`config.mk`:
```
export PLATFORM = sky130hd
export DESIGN_NAME = hswap_dma_bridge
export DESIGN_NICKNAME = d
export VERILOG_FILES = /design/src/rtl/hswap_pkg.sv /design/src/rtl/hswap_ctrl.sv /design/src/rtl/hswap_datapath.sv /design/src/rtl/hswap_dma_bridge.sv
export SDC_FILE = /design/constraint.sdc
export NUM_CORES = 1
export LEC_CHECK = 0
export BUFFER_PORTS_ARGS = -buffer_cell sky130_fd_sc_hd__buf_4
export CAP_MARGIN = 10
export CORE_ASPECT_RATIO = 0.75
export CORE_MARGIN = 2
export CORE_UTILIZATION = 51
export CTS_CLUSTER_SIZE = 40
export DETAILED_ROUTE_END_ITERATION = 8
export PLACE_DENSITY_LB_ADDON = 0.2
export SYNTH_ARGS = -nofsm -noshare
export SYNTH_HDL_FRONTEND = slang
export SYNTH_SLANG_ARGS = --single-unit
```
`constraint.sdc`:
```
create_clock -name clk -period 4.65 [get_ports clk]
set_clock_uncertainty 0.1 [all_clocks]
set_input_delay 0.93 -clock clk [delete_from_list [all_inputs] [get_ports clk]]
set_output_delay 0.93 -clock clk [all_outputs]
set_load 0.02 [all_outputs]
```
`src/rtl/hswap_pkg.sv`:
```
package hswap_pkg;
  typedef enum logic [1:0] {ST_IDLE, ST_CMD, ST_DATA, ST_FIN} state_e;

  // strobes from control to datapath
  typedef struct packed {
    logic load;      // capture a new request
    logic cmdFire;   // a burst command was taken
    logic beatFire;  // one data beat moved
  } strobes_t;

  function automatic logic [15:0] swapHalf(input logic [15:0] x);
    return {x[7:0], x[15:8]};
  endfunction
endpackage

```
`src/rtl/hswap_ctrl.sv`:
```
module hswap_ctrl
  import hswap_pkg::*;
(
  input  logic     clk,
  input  logic     rstN,
  input  logic     reqValid,
  input  logic     cmdReady,
  input  logic     beatHs,
  input  logic     effZero,
  input  logic     remZero,
  input  logic     lastBeat,
  output strobes_t stb,
  output logic     inData,
  output logic     cmdValid,
  output logic     reqReady,
  output logic     busy,
  output logic     done
);
  state_e state, stateNxt;

  always_comb begin
    stateNxt     = state;
    stb          = '0;
    case (state)
      ST_IDLE: if (reqValid) begin
        stb.load = 1'b1;
        stateNxt = effZero ? ST_FIN : ST_CMD;
      end
      ST_CMD: if (cmdReady) begin
        stb.cmdFire = 1'b1;
        stateNxt    = ST_DATA;
      end
      ST_DATA: if (beatHs) begin
        stb.beatFire = 1'b1;
        if (lastBeat) stateNxt = remZero ? ST_FIN : ST_CMD;
      end
      default: stateNxt = ST_IDLE;
    endcase
  end

  always_ff @(posedge clk) begin
    if (!rstN) state <= ST_IDLE;
    else       state <= stateNxt;
  end

  assign inData   = (state == ST_DATA);
  assign cmdValid = (state == ST_CMD);
  assign reqReady = (state == ST_IDLE);
  assign busy     = (state != ST_IDLE);
  assign done     = (state == ST_FIN);
endmodule

```
`src/rtl/hswap_datapath.sv`:
```
module hswap_datapath
  import hswap_pkg::*;
#(
  parameter int AW          = 32,
  parameter int LW          = 16,
  parameter int BURST_BYTES = 64
) (
  input  logic          clk,
  input  logic          rstN,
  input  strobes_t      stb,
  input  logic          inData,
  input  logic [AW-1:0] hiAddr,
  input  logic [AW-1:0] reqAddr,
  input  logic [LW-1:0] reqLen,
  input  logic          reqWrite,
  input  logic          reqBypass,
  output logic          effZero,
  output logic          remZero,
  output logic          lastBeat,
  output logic          beatHs,
  output logic [AW-1:0] cmdAddr,
  output logic [LW-1:0] cmdLen,
  output logic          cmdWrite,
  input  logic          wrValid,
  output logic          wrReady,
  input  logic [15:0]   wrData,
  output logic          memWvalid,
  input  logic          memWready,
  output logic [15:0]   memWdata,
  input  logic          memRvalid,
  output logic          memRready,
  input  logic [15:0]   memRdata,
  output logic          rdValid,
  input  logic          rdReady,
  output logic [15:0]   rdData
);
  localparam logic [LW-1:0] BURST_L  = LW'(BURST_BYTES);
  localparam logic [AW-1:0] ALIGN_AM = ~AW'(1);
  localparam logic [LW-1:0] ALIGN_LM = ~LW'(1);

  logic [AW-1:0] curAddr;
  logic [LW-1:0] remLen, beatsLeft, burstLen, effLen;
  logic [LW:0]   beatsCalc;
  logic          isWrite, isBypass;
  logic [AW-1:0] formAddr;

  // request formation
  assign formAddr = reqBypass ? (reqAddr | hiAddr) : ((reqAddr | hiAddr) & ALIGN_AM);
  assign effLen   = reqBypass ? reqLen : (reqLen & ALIGN_LM);
  assign effZero  = (effLen == '0);

  // only swapped writes are chunked
  assign burstLen  = (isWrite && !isBypass && remLen > BURST_L) ? BURST_L : remLen;
  assign beatsCalc = ({1'b0, burstLen} + (LW+1)'(1)) >> 1;

  always_ff @(posedge clk) begin
    if (!rstN) begin
      curAddr   <= '0;
      remLen    <= '0;
      beatsLeft <= '0;
      isWrite   <= 1'b0;
      isBypass  <= 1'b0;
    end else begin
      if (stb.load) begin
        curAddr  <= formAddr;
        remLen   <= effLen;
        isWrite  <= reqWrite;
        isBypass <= reqBypass;
      end
      if (stb.cmdFire) begin
        beatsLeft <= beatsCalc[LW-1:0];
        remLen    <= remLen - burstLen;
        curAddr   <= curAddr + AW'(burstLen);
      end
      if (stb.beatFire) beatsLeft <= beatsLeft - LW'(1);
    end
  end

  assign remZero  = (remLen == '0);
  assign lastBeat = (beatsLeft == LW'(1));
  assign cmdAddr  = curAddr;
  assign cmdLen   = burstLen;
  assign cmdWrite = isWrite;

  // beat steering and lane swap
  assign memWvalid = inData && isWrite && wrValid;
  assign wrReady   = inData && isWrite && memWready;
  assign rdValid   = inData && !isWrite && memRvalid;
  assign memRready = inData && !isWrite && rdReady;
  assign beatHs    = isWrite ? (memWvalid && memWready) : (rdValid && rdReady);
  assign memWdata  = isBypass ? wrData : swapHalf(wrData);
  assign rdData    = isBypass ? memRdata : swapHalf(memRdata);
endmodule

```
`src/rtl/hswap_dma_bridge.sv`:
```
module hswap_dma_bridge
  import hswap_pkg::*;
#(
  parameter int AW          = 32,
  parameter int LW          = 16,
  parameter int BURST_BYTES = 64
) (
  input  logic          clk,
  input  logic          rstN,
  input  logic [AW-1:0] hiAddr,
  input  logic          reqValid,
  output logic          reqReady,
  input  logic [AW-1:0] reqAddr,
  input  logic [LW-1:0] reqLen,
  input  logic          reqWrite,
  input  logic          reqBypass,
  output logic          busy,
  output logic          done,
  output logic          cmdValid,
  input  logic          cmdReady,
  output logic [AW-1:0] cmdAddr,
  output logic [LW-1:0] cmdLen,
  output logic          cmdWrite,
  input  logic          wrValid,
  output logic          wrReady,
  input  logic [15:0]   wrData,
  output logic          memWvalid,
  input  logic          memWready,
  output logic [15:0]   memWdata,
  input  logic          memRvalid,
  output logic          memRready,
  input  logic [15:0]   memRdata,
  output logic          rdValid,
  input  logic          rdReady,
  output logic [15:0]   rdData
);
  strobes_t stb;
  logic inData, effZero, remZero, lastBeat, beatHs;

  hswap_ctrl u_ctrl (
    .clk(clk), .rstN(rstN), .reqValid(reqValid), .cmdReady(cmdReady),
    .beatHs(beatHs), .effZero(effZero), .remZero(remZero), .lastBeat(lastBeat),
    .stb(stb), .inData(inData), .cmdValid(cmdValid), .reqReady(reqReady),
    .busy(busy), .done(done)
  );

  hswap_datapath #(.AW(AW), .LW(LW), .BURST_BYTES(BURST_BYTES)) u_dp (
    .clk(clk), .rstN(rstN), .stb(stb), .inData(inData), .hiAddr(hiAddr),
    .reqAddr(reqAddr), .reqLen(reqLen), .reqWrite(reqWrite), .reqBypass(reqBypass),
    .effZero(effZero), .remZero(remZero), .lastBeat(lastBeat), .beatHs(beatHs),
    .cmdAddr(cmdAddr), .cmdLen(cmdLen), .cmdWrite(cmdWrite),
    .wrValid(wrValid), .wrReady(wrReady), .wrData(wrData),
    .memWvalid(memWvalid), .memWready(memWready), .memWdata(memWdata),
    .memRvalid(memRvalid), .memRready(memRready), .memRdata(memRdata),
    .rdValid(rdValid), .rdReady(rdReady), .rdData(rdData)
  );
endmodule

```
==> out/metrics.cfg, run 1 <==
[global_route]
grt_pass1_wl_um=31700
gr-total-overflow=0
grt_antenna_before_repair=0
first_global_vias=6082
grt_max_degree=45
grtUsageTotal_pct=32.7

[clock_tree]
clock_latency_ns=0.34
cts.path.max_buffers=2
hold_buffers=0
numCtsBuffers=9
cts_tree=done
cts_sinks=68
cts_resized=0
htree_levels=3
post-cts-setup-buffers=0
root_buffer=clkbuf_16
cts.clk_slew.worst_paths_ns=0.06

[sta]
min_period_ns=4.15
relSlewSlack_pct=39.6
tns_ns=0
fmax_ghz=0.241
final_max_slew_viol_count=0
report.final.setup_viol=0
worst_pin_slew_ns=0.904
finalHoldViolCount=0
fin_crit_sh_pct=89.2
rsz0062_at_grt=false

[placed_design]
dp_hpwl_um=15200
port_buffers=210
gp_congestion=0.986
dpl_cell_area_um2=7310

[floorplan]
fp.dieH_um=95.5
io_pins=211
die_area_um2=12000
core-area_um2=10900
initial_core_util_pct=52.2
rows=33
die_x_um=126

[synth]
synth_seq_cells=68
synth_cell_type_count=77
synth_flop_cell=dfxtp_1
ys_warn_count=0
synth_enable_flop_cells=0
synthesis.nets=911
netlist_area_um2=5700
syn_area_per_cell_um2=7.42
yosysSeqAreaShare_pct=23.9
async_flop_share_pct=0
syn_inst=768

[route]
viasPerCell=6.19
drtAntennaViolNets=0
drc_errors=0
vias=6767
first_iter_violations=809
wl_met1_um=9070
wire_per_inst_um=18.7
top_layer_used=met4
met2_length_um=8770
firstDrtPassIters=6
dr_wl_met3_um=2270
wirelength_um=20500

[worst_setup_path]
reg2reg_to=u_dp.cmdAddr[28]$_SDFFE_PN0P_
worstRegToRegCells=14
crit_required_ns=4.80
r2r-start=u_dp.remLen[1]$_SDFFE_PN0P_
critPathSlowestCell=a41o_2
worst-endpoint-arrival_ns=4.29
crit_path_end_kind=register
critical_path_class=register to register
path_cells=or3_4 > o21ai_2 > a41o_2 > and2_1 > ha_1 > inv_1 > fa_1 > nor2b_1 > o31a_1 > o311ai_0 > a21boi_2 > o21a_1 > a211oi_1 > a311oi_1
rrSetupSlack_ns=0.50
worst-path-max-fanout=25
max_stage_delay_ns=0.49
startpoint_type=register

[final_layout]
fill_cells=951
regArea_um2=1360
fin_nets=1092
drive_above_1_share_pct=30.9
multi_input_area_um2=4050
final_core_util_pct=69.8
fin_area_um2=7610
final_cell_mix=buf_4 (221), nor2_1 (92), a21oi_1 (68), dfxtp_1 (68), nand2_1 (60)
num_antenna_cells=0
syn2layout_area_growth_pct=33.5
final_common_cell=buf_4

[status]
status=completed

[hold_path]
min_from=u_dp.beatsLeft[11]$_SDFFE_PN0P_
hp-class=register to register
worstHoldEndpoint=u_dp.beatsLeft[11]$_SDFFE_PN0P_
whs_path_depth=1

[power]
power_density_nw_per_um2=302
p_leak_nw=3.29
total_power_mw=2.30
ir_drop_uv=228

[run]
drv_cap=0

[flip-flops by register name (all words and copies together), names as in the netlist]
register,cells
u_ctrl.state,2
u_dp.beatsLeft,16
u_dp.cmdAddr,32
u_dp.cmdWrite,1
u_dp.isBypass,1
u_dp.remLen,16
[per-stage QoR]
stage / worst slack (ns) / instances / hold slack (ns)
floorplan: 0.914 / 768 / 0.363
finish: 0.503 / 1094 / 0.419
CTS: 0.593 / 1094 / 0.415
global route: 0.267 / 1094 / 0.442
detailed placement: 0.656 / 1078 / 0.397
global placement: 0.752 / 1078 / 0.394
[cell type report]
| cell class | count | area share (%) |
|---|---|---|
| inverters | 18 | 0.888 |
| flip-flops and latches | 68 | 17.9 |
| clock buffers | 13 | 3.29 |
| clock inverters | 3 | 0.609 |
| multi-input cells | 631 | 53.2 |
| repair buffers | 221 | 21.8 |
| well taps | 140 | 2.30 |
[worst max path at each step]
stage	startpoint	endpoint	cells after the start
floorplan	u_dp.remLen[2]$_SDFFE_PN0P_	u_dp.cmdAddr[28]$_SDFFE_PN0P_	16
global placement	u_dp.remLen[2]$_SDFFE_PN0P_	u_dp.cmdAddr[28]$_SDFFE_PN0P_	14
detailed placement	u_dp.remLen[5]$_SDFFE_PN0P_	u_dp.cmdAddr[28]$_SDFFE_PN0P_	14
CTS	u_dp.remLen[2]$_SDFFE_PN0P_	u_dp.cmdAddr[28]$_SDFFE_PN0P_	14
global route	u_dp.remLen[2]$_SDFFE_PN0P_	u_dp.cmdAddr[28]$_SDFFE_PN0P_	14
finish	u_dp.remLen[1]$_SDFFE_PN0P_	u_dp.cmdAddr[28]$_SDFFE_PN0P_	14
[routing by layer]
layer  global-route usage (%)  up-vias
li1                         -     3203
met1                     47.0     3134
met2                     48.7      401
met3                     8.25       29
met4                     8.42        0
met5                        0        -
[synth_stat cells, types with 10 or more instances]
cell,n,area (um^2)
ha_1,20,250
and2_1,13,81.3
dfxtp_1,68,1360
buf_2,11,55.1
clkbuf_1,29,109
and3_1,18,113
a21oi_1,68,340
nor3_1,40,200
nand3_1,27,135
xor2_1,18,158
o21ai_0,49,245
nand2_1,60,225
xnor2_1,13,114
mux2_2,33,372
inv_1,17,63.8
nor4_1,10,62.6
nor2_1,93,349
[critical path: cells and delay by family, from the launching register on]
| kind | cells | cell delay [ns] |
|---|---|---|
| and+or+nand+nor | 3 | 0.88 |
| DFF | 1 | 0.38 |
| AOI/OAI and AO/OA | 8 | 2.04 |
| adders and majority gates | 2 | 0.58 |
| buffers and inverters | 1 | 0.05 |
[report_power, final]
group	switching, mW	leakage [nW]	internal (mW)	total, mW
Combinational	0.490	2.59	0.376	0.866
Clock	0.275	0.140	0.432	0.707
Sequential	0.0834	0.560	0.641	0.724
Total	0.848	3.29	1.45	2.30
[cell families after synthesis]
group | after synthesis | synth area share, %
simple gates | 321 | 28.6
compound gates | 219 | 25.3
buf+inv | 69 | 5.18
flops | 68 | 23.9
mux | 38 | 7.40
xor+xnor | 31 | 4.77
fa+ha+maj | 21 | 4.75
other cells | 1 | 0.0658
(Power assumes the default switching activity.)
==> run 2: changes to the inputs <==
CORE_UTILIZATION = 52   (was 51)
CTS_BUF_LIST = sky130_fd_sc_hd__clkbuf_4 sky130_fd_sc_hd__clkbuf_8   (was not set)
==> run 2 against run 1 <==
- first-iteration DRC count increased by 4.2%
- non-clock buffer count did not move
- critical endpoint unchanged
- critical path type unchanged
- flip-flop and latch count is the same
- maximum frequency rose by 0.17%
- combinational power about the same
- global-route usage fell by 0.76 points
- largest power group unchanged
- sequential power is 0.8% lower
- clock power fell by 32%
- via count is 1.6% lower
- total power shrank 10%
==> out/metrics.cfg, run 2 (synthesis results as in run 1) <==
[status]
status=completed

[route]
drtAntennaViolNets=0  ; unchanged
viasPerCell=6.09  ; -1.6%
vias=6657  ; -1.6%
wire_per_inst_um=18.2  ; -2.8%
firstDrtPassIters=6  ; unchanged
drc_errors=0  ; unchanged
wirelength_um=19900  ; -2.8%
first_iter_violations=843  ; +4.2%

[worst_setup_path]
path_buf_inv=1  ; unchanged
worst-path-max-fanout=25  ; unchanged
r2r-start=u_dp.remLen[1]$_SDFFE_PN0P_
rrSetupSlack_ns=0.51  ; about the same
crit_required_ns=4.83  ; +0.03 ns
critical_path_class=register to register
max_stage_delay_ns=0.49  ; about the same
crit_family=compound AO/OA/AOI/OAI gates
startpoint_type=register
critPathSlowestCell=a41o_2
reg2reg_to=u_dp.cmdAddr[28]$_SDFFE_PN0P_
path_cells=or3_4 > o21ai_2 > a41o_2 > and2_1 > ha_1 > inv_1 > fa_1 > nor2b_1 > o31a_1 > o311ai_0 > a21boi_2 > o21a_1 > a211oi_1 > a311oi_1
worstRegToRegCells=14  ; unchanged
crit_path_end_kind=register
worst-endpoint-arrival_ns=4.32  ; +0.03 ns

[clock_tree]
cts_tree=done
clock_latency_ns=0.37  ; +0.03 ns
hold_buffers=0  ; unchanged
cts.clk_slew.worst_paths_ns=0.08  ; +0.02 ns
cts_resized=0  ; unchanged
post-cts-setup-buffers=0  ; unchanged
numCtsBuffers=9  ; unchanged
htree_levels=3  ; unchanged
root_buffer=clkbuf_8
cts.path.max_buffers=2  ; unchanged
cts_sinks=68  ; unchanged

[final_layout]
fin_nets=1092  ; unchanged
final_common_cell=buf_4
regArea_um2=1360  ; unchanged
fill_cells=958  ; +0.74%
num_antenna_cells=0  ; unchanged
final_cell_mix=buf_4 (221), nor2_1 (92), a21oi_1 (68), dfxtp_1 (68), nand2_1 (60)
syn2layout_area_growth_pct=31.6
multi_input_area_um2=4050  ; unchanged
drive_above_1_share_pct=31.2  ; +0.31 points
largest_register_ffs=32  ; unchanged

[floorplan]
fp.dieH_um=94.6  ; -0.93%
rows=33  ; unchanged
io_pins=211  ; unchanged
die_x_um=125  ; -0.94%
core-area_um2=10800  ; -0.76%
initial_core_util_pct=52.6  ; +0.40 points
die_area_um2=11800  ; -1.9%

[sta]
worst_pin_slew_ns=1.26  ; +0.351 ns
rsz0062_at_grt=false
finalHoldViolCount=0  ; unchanged
min_period_ns=4.14  ; -0.00703 ns
final_max_slew_viol_count=0  ; unchanged
fin_crit_sh_pct=89.0  ; -0.15 points
hold_ws_ns=0.418  ; -0.000728 ns
tns_ns=0  ; unchanged
relSlewSlack_pct=16.0  ; -24 points
fmax_ghz=0.242  ; +0.17%
report.final.setup_viol=0  ; unchanged

[power]
ir_drop_uv=170  ; -25%
total_power_mw=2.07  ; -10%
p_int_mw=1.24  ; -14%
combPwrFrac_pct=41.9  ; +4.2 points
swShare_pct=40.0  ; +3.1 points
p_leak_nw=3.25  ; -1.3%
power_density_nw_per_um2=276  ; -8.7%
power_switching_mw=0.826  ; -2.6%
pwr-share-clk_pct=23.3  ; -7.5 points
power.share.sequential_pct=34.8  ; +3.3 points

[global_route]
grt_antenna_before_repair=0  ; unchanged
grt_max_degree=45  ; unchanged
gr-total-overflow=0  ; unchanged
grtUsageTotal_pct=31.9  ; -0.76 points
grt_pass1_wl_um=30500  ; -3.8%
first_global_vias=5869  ; -3.5%

[hold_path]
hp-class=register to register
min_from=u_dp.beatsLeft[11]$_SDFFE_PN0P_
whs_path_depth=1  ; unchanged
worstHoldEndpoint=u_dp.beatsLeft[11]$_SDFFE_PN0P_

[placed_design]
dp_hpwl_um=14800  ; -2.4%
port_buffers=210  ; unchanged
gp_congestion=0.946  ; -4.0%

[run]
drv_cap=0  ; unchanged

[run 2: cell count changes in the layout (fill, tap and decap cells not counted)]
cell       before  now
clkinv_2        0    2
bufinv_16       1    0
clkbuf_16       9    0
clkbuf_8        1   11
clkbuf_1        3    0
inv_6           0    1
[run 2: area by class of cell]
cell class	count	area share (%)
repair buffers	221	22.1
multi-input cells	631	54.0
well taps	140	2.34
flip-flops and latches	68	18.2
clock buffers	11	2.02
clock inverters	5	0.467
inverters	18	0.901
[run 2: worst register-to-register path, stage by stage, from the launching register on]
cell	delay [ns]
dfxtp_1	0.39
or3_4	0.44
o21ai_2	0.17
a41o_2	0.49
and2_1	0.26
ha_1	0.19
inv_1	0.06
fa_1	0.39
nor2b_1	0.16
o31a_1	0.21
o311ai_0	0.20
a21boi_2	0.44
o21a_1	0.24
a211oi_1	0.09
a311oi_1	0.25
[run 2: how the worst max path moves through the flow]
| stage | from | end | slack, ns | depth (start not counted) |
|---|---|---|---|---|
| floorplan | u_dp.remLen[2]$_SDFFE_PN0P_ | u_dp.cmdAddr[28]$_SDFFE_PN0P_ | 0.91 | 16 |
| finish | u_dp.remLen[1]$_SDFFE_PN0P_ | u_dp.cmdAddr[28]$_SDFFE_PN0P_ | 0.51 | 14 |
| global placement | u_dp.remLen[1]$_SDFFE_PN0P_ | u_dp.cmdAddr[28]$_SDFFE_PN0P_ | 0.73 | 14 |
| global route | u_dp.remLen[1]$_SDFFE_PN0P_ | u_dp.cmdAddr[28]$_SDFFE_PN0P_ | 0.25 | 14 |
| detailed placement | u_dp.remLen[1]$_SDFFE_PN0P_ | u_dp.cmdAddr[28]$_SDFFE_PN0P_ | 0.62 | 14 |
| CTS | u_dp.remLen[1]$_SDFFE_PN0P_ | u_dp.cmdAddr[28]$_SDFFE_PN0P_ | 0.61 | 14 |
[run 2: per-layer routing]
layer | share of wire [%] | vias to the layer above | GRT usage, %
met1 | 45 | 3028 | 47.5
met2 | 42 | 401 | 47.7
met5 | 0 | - | 0
li1 | - | 3201 | -
met3 | 11 | 27 | 5.89
met4 | 1.5 | 0 | 7.59
[run 2: power groups by stage]
stage	combinational, mW	sequential [mW]	clock [mW]
floorplan	0.507	0.745	0
global placement	0.842	0.728	0
detailed placement	0.849	0.729	0
CTS	0.854	0.715	0.481
global route	0.931	0.727	0.505
finish	0.865	0.718	0.482
[run 2: per-stage QoR]
| step | cells | util (%) | instance area [um^2] | setup WS (ns) |
|---|---|---|---|---|
| floorplan | 768 | - | 5700 | 0.914 |
| global placement | 1078 | 67.6 | 7310 | 0.728 |
| detailed placement | 1078 | 67.6 | 7310 | 0.623 |
| CTS | 1094 | 69.3 | 7500 | 0.613 |
| global route | 1094 | 69.3 | 7500 | 0.247 |
| finish | 1094 | 69.3 | 7500 | 0.510 |
==> run 3: changes to the inputs <==
REMOVE_ABC_BUFFERS = 1   (was not set)
==> run 3 against run 2 <==
- clock-buffer cell count shrank 1
- clock power is 8.7% lower
- maximum frequency rose by 0.21%
- core utilization is 0.30 points lower
- global-route usage down 0.25 points
- critical path depth stayed put
- sequential share of layout area increased by 0.079 points
- sequential power grew 1%
- final cell count decreased by 0.18%
- critical path type unchanged
- highest routed layer unchanged
==> out/metrics.cfg, run 3 (synthesis results as in run 1) <==
[power]
power_density_nw_per_um2=271  ; -1.8%
p_int_mw=1.21  ; -2.5%
swShare_pct=40.2  ; +0.17 points
ir_drop_uv=148  ; -13%
p_leak_nw=3.23  ; -0.62%
power_switching_mw=0.811  ; -1.8%
power.share.sequential_pct=35.9  ; +1.1 points
pwr-share-clk_pct=21.8  ; -1.5 points
combPwrFrac_pct=42.3  ; +0.4 points

[sta]
min_period_ns=4.13  ; -0.00851 ns
final_max_slew_viol_count=0  ; unchanged
finalHoldViolCount=0  ; unchanged
setup_ws_ns=0.518  ; +0.00851 ns
worst_pin_slew_ns=0.904  ; -0.351 ns
fin_crit_sh_pct=88.9  ; -0.18 points
tns_ns=0  ; unchanged
rsz0062_at_grt=false
report.final.setup_viol=0  ; unchanged
fmax_ghz=0.242  ; +0.21%
relSlewSlack_pct=39.6  ; +24 points

[clock_tree]
htree_levels=3  ; unchanged
clock_latency_ns=0.36  ; about the same
root_buffer=clkbuf_8
cts.clk_slew.worst_paths_ns=0.08  ; about the same
numCtsBuffers=9  ; unchanged
cts.path.max_buffers=2  ; unchanged
hold_buffers=0  ; unchanged
post-cts-setup-buffers=0  ; unchanged
cts_tree=done
cts_resized=0  ; unchanged
cts_sinks=68  ; unchanged

[final_layout]
num_antenna_cells=0  ; unchanged
fin_nets=1091  ; -0.092%
final_common_cell=buf_4
largest_register_ffs=32  ; unchanged
final_cell_mix=buf_4 (220), nor2_1 (92), a21oi_1 (68), dfxtp_1 (68), nand2_1 (60)
drive_above_1_share_pct=31.1  ; -0.14 points
fill_cells=950  ; -0.84%
syn2layout_area_growth_pct=31.0
final_core_util_pct=69.0  ; -0.30 points

[route]
drtAntennaViolNets=0  ; unchanged
first_iter_violations=850  ; +0.83%
drc_errors=0  ; unchanged
firstDrtPassIters=6  ; unchanged
wire_per_inst_um=17.7  ; -2.6%
vias=6726  ; +1.0%
wirelength_um=19300  ; -2.8%
viasPerCell=6.16  ; +1.2%

[worst_setup_path]
crit_required_ns=4.83  ; about the same
critical_path_class=register to register
max_stage_delay_ns=0.50  ; about the same
r2r-start=u_dp.remLen[5]$_SDFFE_PN0P_
crit_path_end_kind=register
startpoint_type=register
worst-endpoint-arrival_ns=4.31  ; about the same
path_cells=or2_2 > a21oi_2 > a41o_2 > and2_1 > ha_1 > inv_1 > fa_1 > nor2b_1 > o31a_1 > o311ai_0 > a21boi_2 > o21a_1 > a211oi_1 > a311oi_1
startpoint=u_dp.remLen[5]$_SDFFE_PN0P_
critPathSlowestCell=a41o_2
worst-path-max-fanout=25  ; unchanged

[floorplan]
fp.dieH_um=94.6  ; unchanged
core-area_um2=10800  ; unchanged
die_x_um=125  ; unchanged
io_pins=211  ; unchanged
rows=33  ; unchanged
initial_core_util_pct=52.6  ; unchanged
die_area_um2=11800  ; unchanged

[placed_design]
gp_congestion=0.976  ; +3.2%
dp_hpwl_um=14400  ; -3.0%
dp_slack_ns=0.623  ; +0.000236 ns
port_buffers=210  ; unchanged

[status]
status=completed

[global_route]
gr-total-overflow=0  ; unchanged
grt_antenna_before_repair=0  ; unchanged
grt_pass1_wl_um=30400  ; -0.27%
first_global_vias=5904  ; +0.60%
grtUsageTotal_pct=31.7  ; -0.25 points
grt_max_degree=45  ; unchanged

[run]
drv_cap=0  ; unchanged

[hold_path]
hp-class=register to register
min_from=u_dp.beatsLeft[11]$_SDFFE_PN0P_

-- run 3: cell count changes in the layout (fill, tap and decap cells not counted) --
cell,before,now
buf_4,221,220
clkbuf_8,11,9
inv_6,1,0
clkinvlp_4,1,2
clkbuf_4,0,1
clkinv_2,2,3
clkinv_4,1,0
-- run 3: final timing paths --
check             depth (start not counted)  slack (ns)                               to
setup / recovery                         14        0.52    u_dp.cmdAddr[28]$_SDFFE_PN0P_
hold / removal                            1        0.40  u_dp.beatsLeft[11]$_SDFFE_PN0P_
setup reg to reg                         14        0.52    u_dp.cmdAddr[28]$_SDFFE_PN0P_
hold reg to reg                           1        0.40  u_dp.beatsLeft[11]$_SDFFE_PN0P_
-- run 3: critical path, delay by kind of cell, from the launching register on --
family,cells,cell delay (ns)
flip-flops,1,0.42
buffers and inverters,1,0.06
adder cells (fa/ha/maj),2,0.60
AND/OR/NAND/NOR,3,0.75
AO/OA/AOI/OAI,8,2.12
-- run 3: metal layers --
layer  GRT usage [%]  part of all wire [%]  up-vias  wire [um]
li1                -                     -     3190          -
met1            45.0                    43     3114       8350
met2            48.4                    43      383       8380
met3            7.14                    12       39       2260
met4            9.07                   1.8        0        345
met5               0                     0        -          0
-- run 3: area by class of cell --
cell class	instances	area [um^2]	share of cell area (%)
multi-input cells	631	4050	54.2
flip-flops and latches	68	1360	18.2
well taps	140	175	2.35
clock buffers	10	131	1.76
clock inverters	5	30.0	0.402
repair buffers	220	1650	22.1
inverters	18	67.6	0.905
-- run 3: stage by stage --
stage / hold WS [ns] / area [um^2] / instances / power, mW
2_1_floorplan: 0.363 / 5470 / 717 / 1.23
3_3_place_gp: 0.374 / 7300 / 1077 / 1.56
3_5_place_dp: 0.386 / 7300 / 1077 / 1.57
4_1_cts: 0.392 / 7460 / 1092 / 2.00
5_1_grt: 0.415 / 7460 / 1092 / 2.12
6_report: 0.397 / 7460 / 1092 / 2.02
-- run 3: power by group through the flow --
stage | combinational [mW] | clock, mW | sequential [mW]
after floorplan | 0.469 | 0 | 0.761
after global placement | 0.829 | 0 | 0.733
after detailed placement | 0.838 | 0 | 0.735
after CTS | 0.842 | 0.439 | 0.722
after global routing | 0.925 | 0.461 | 0.734
final | 0.854 | 0.440 | 0.726
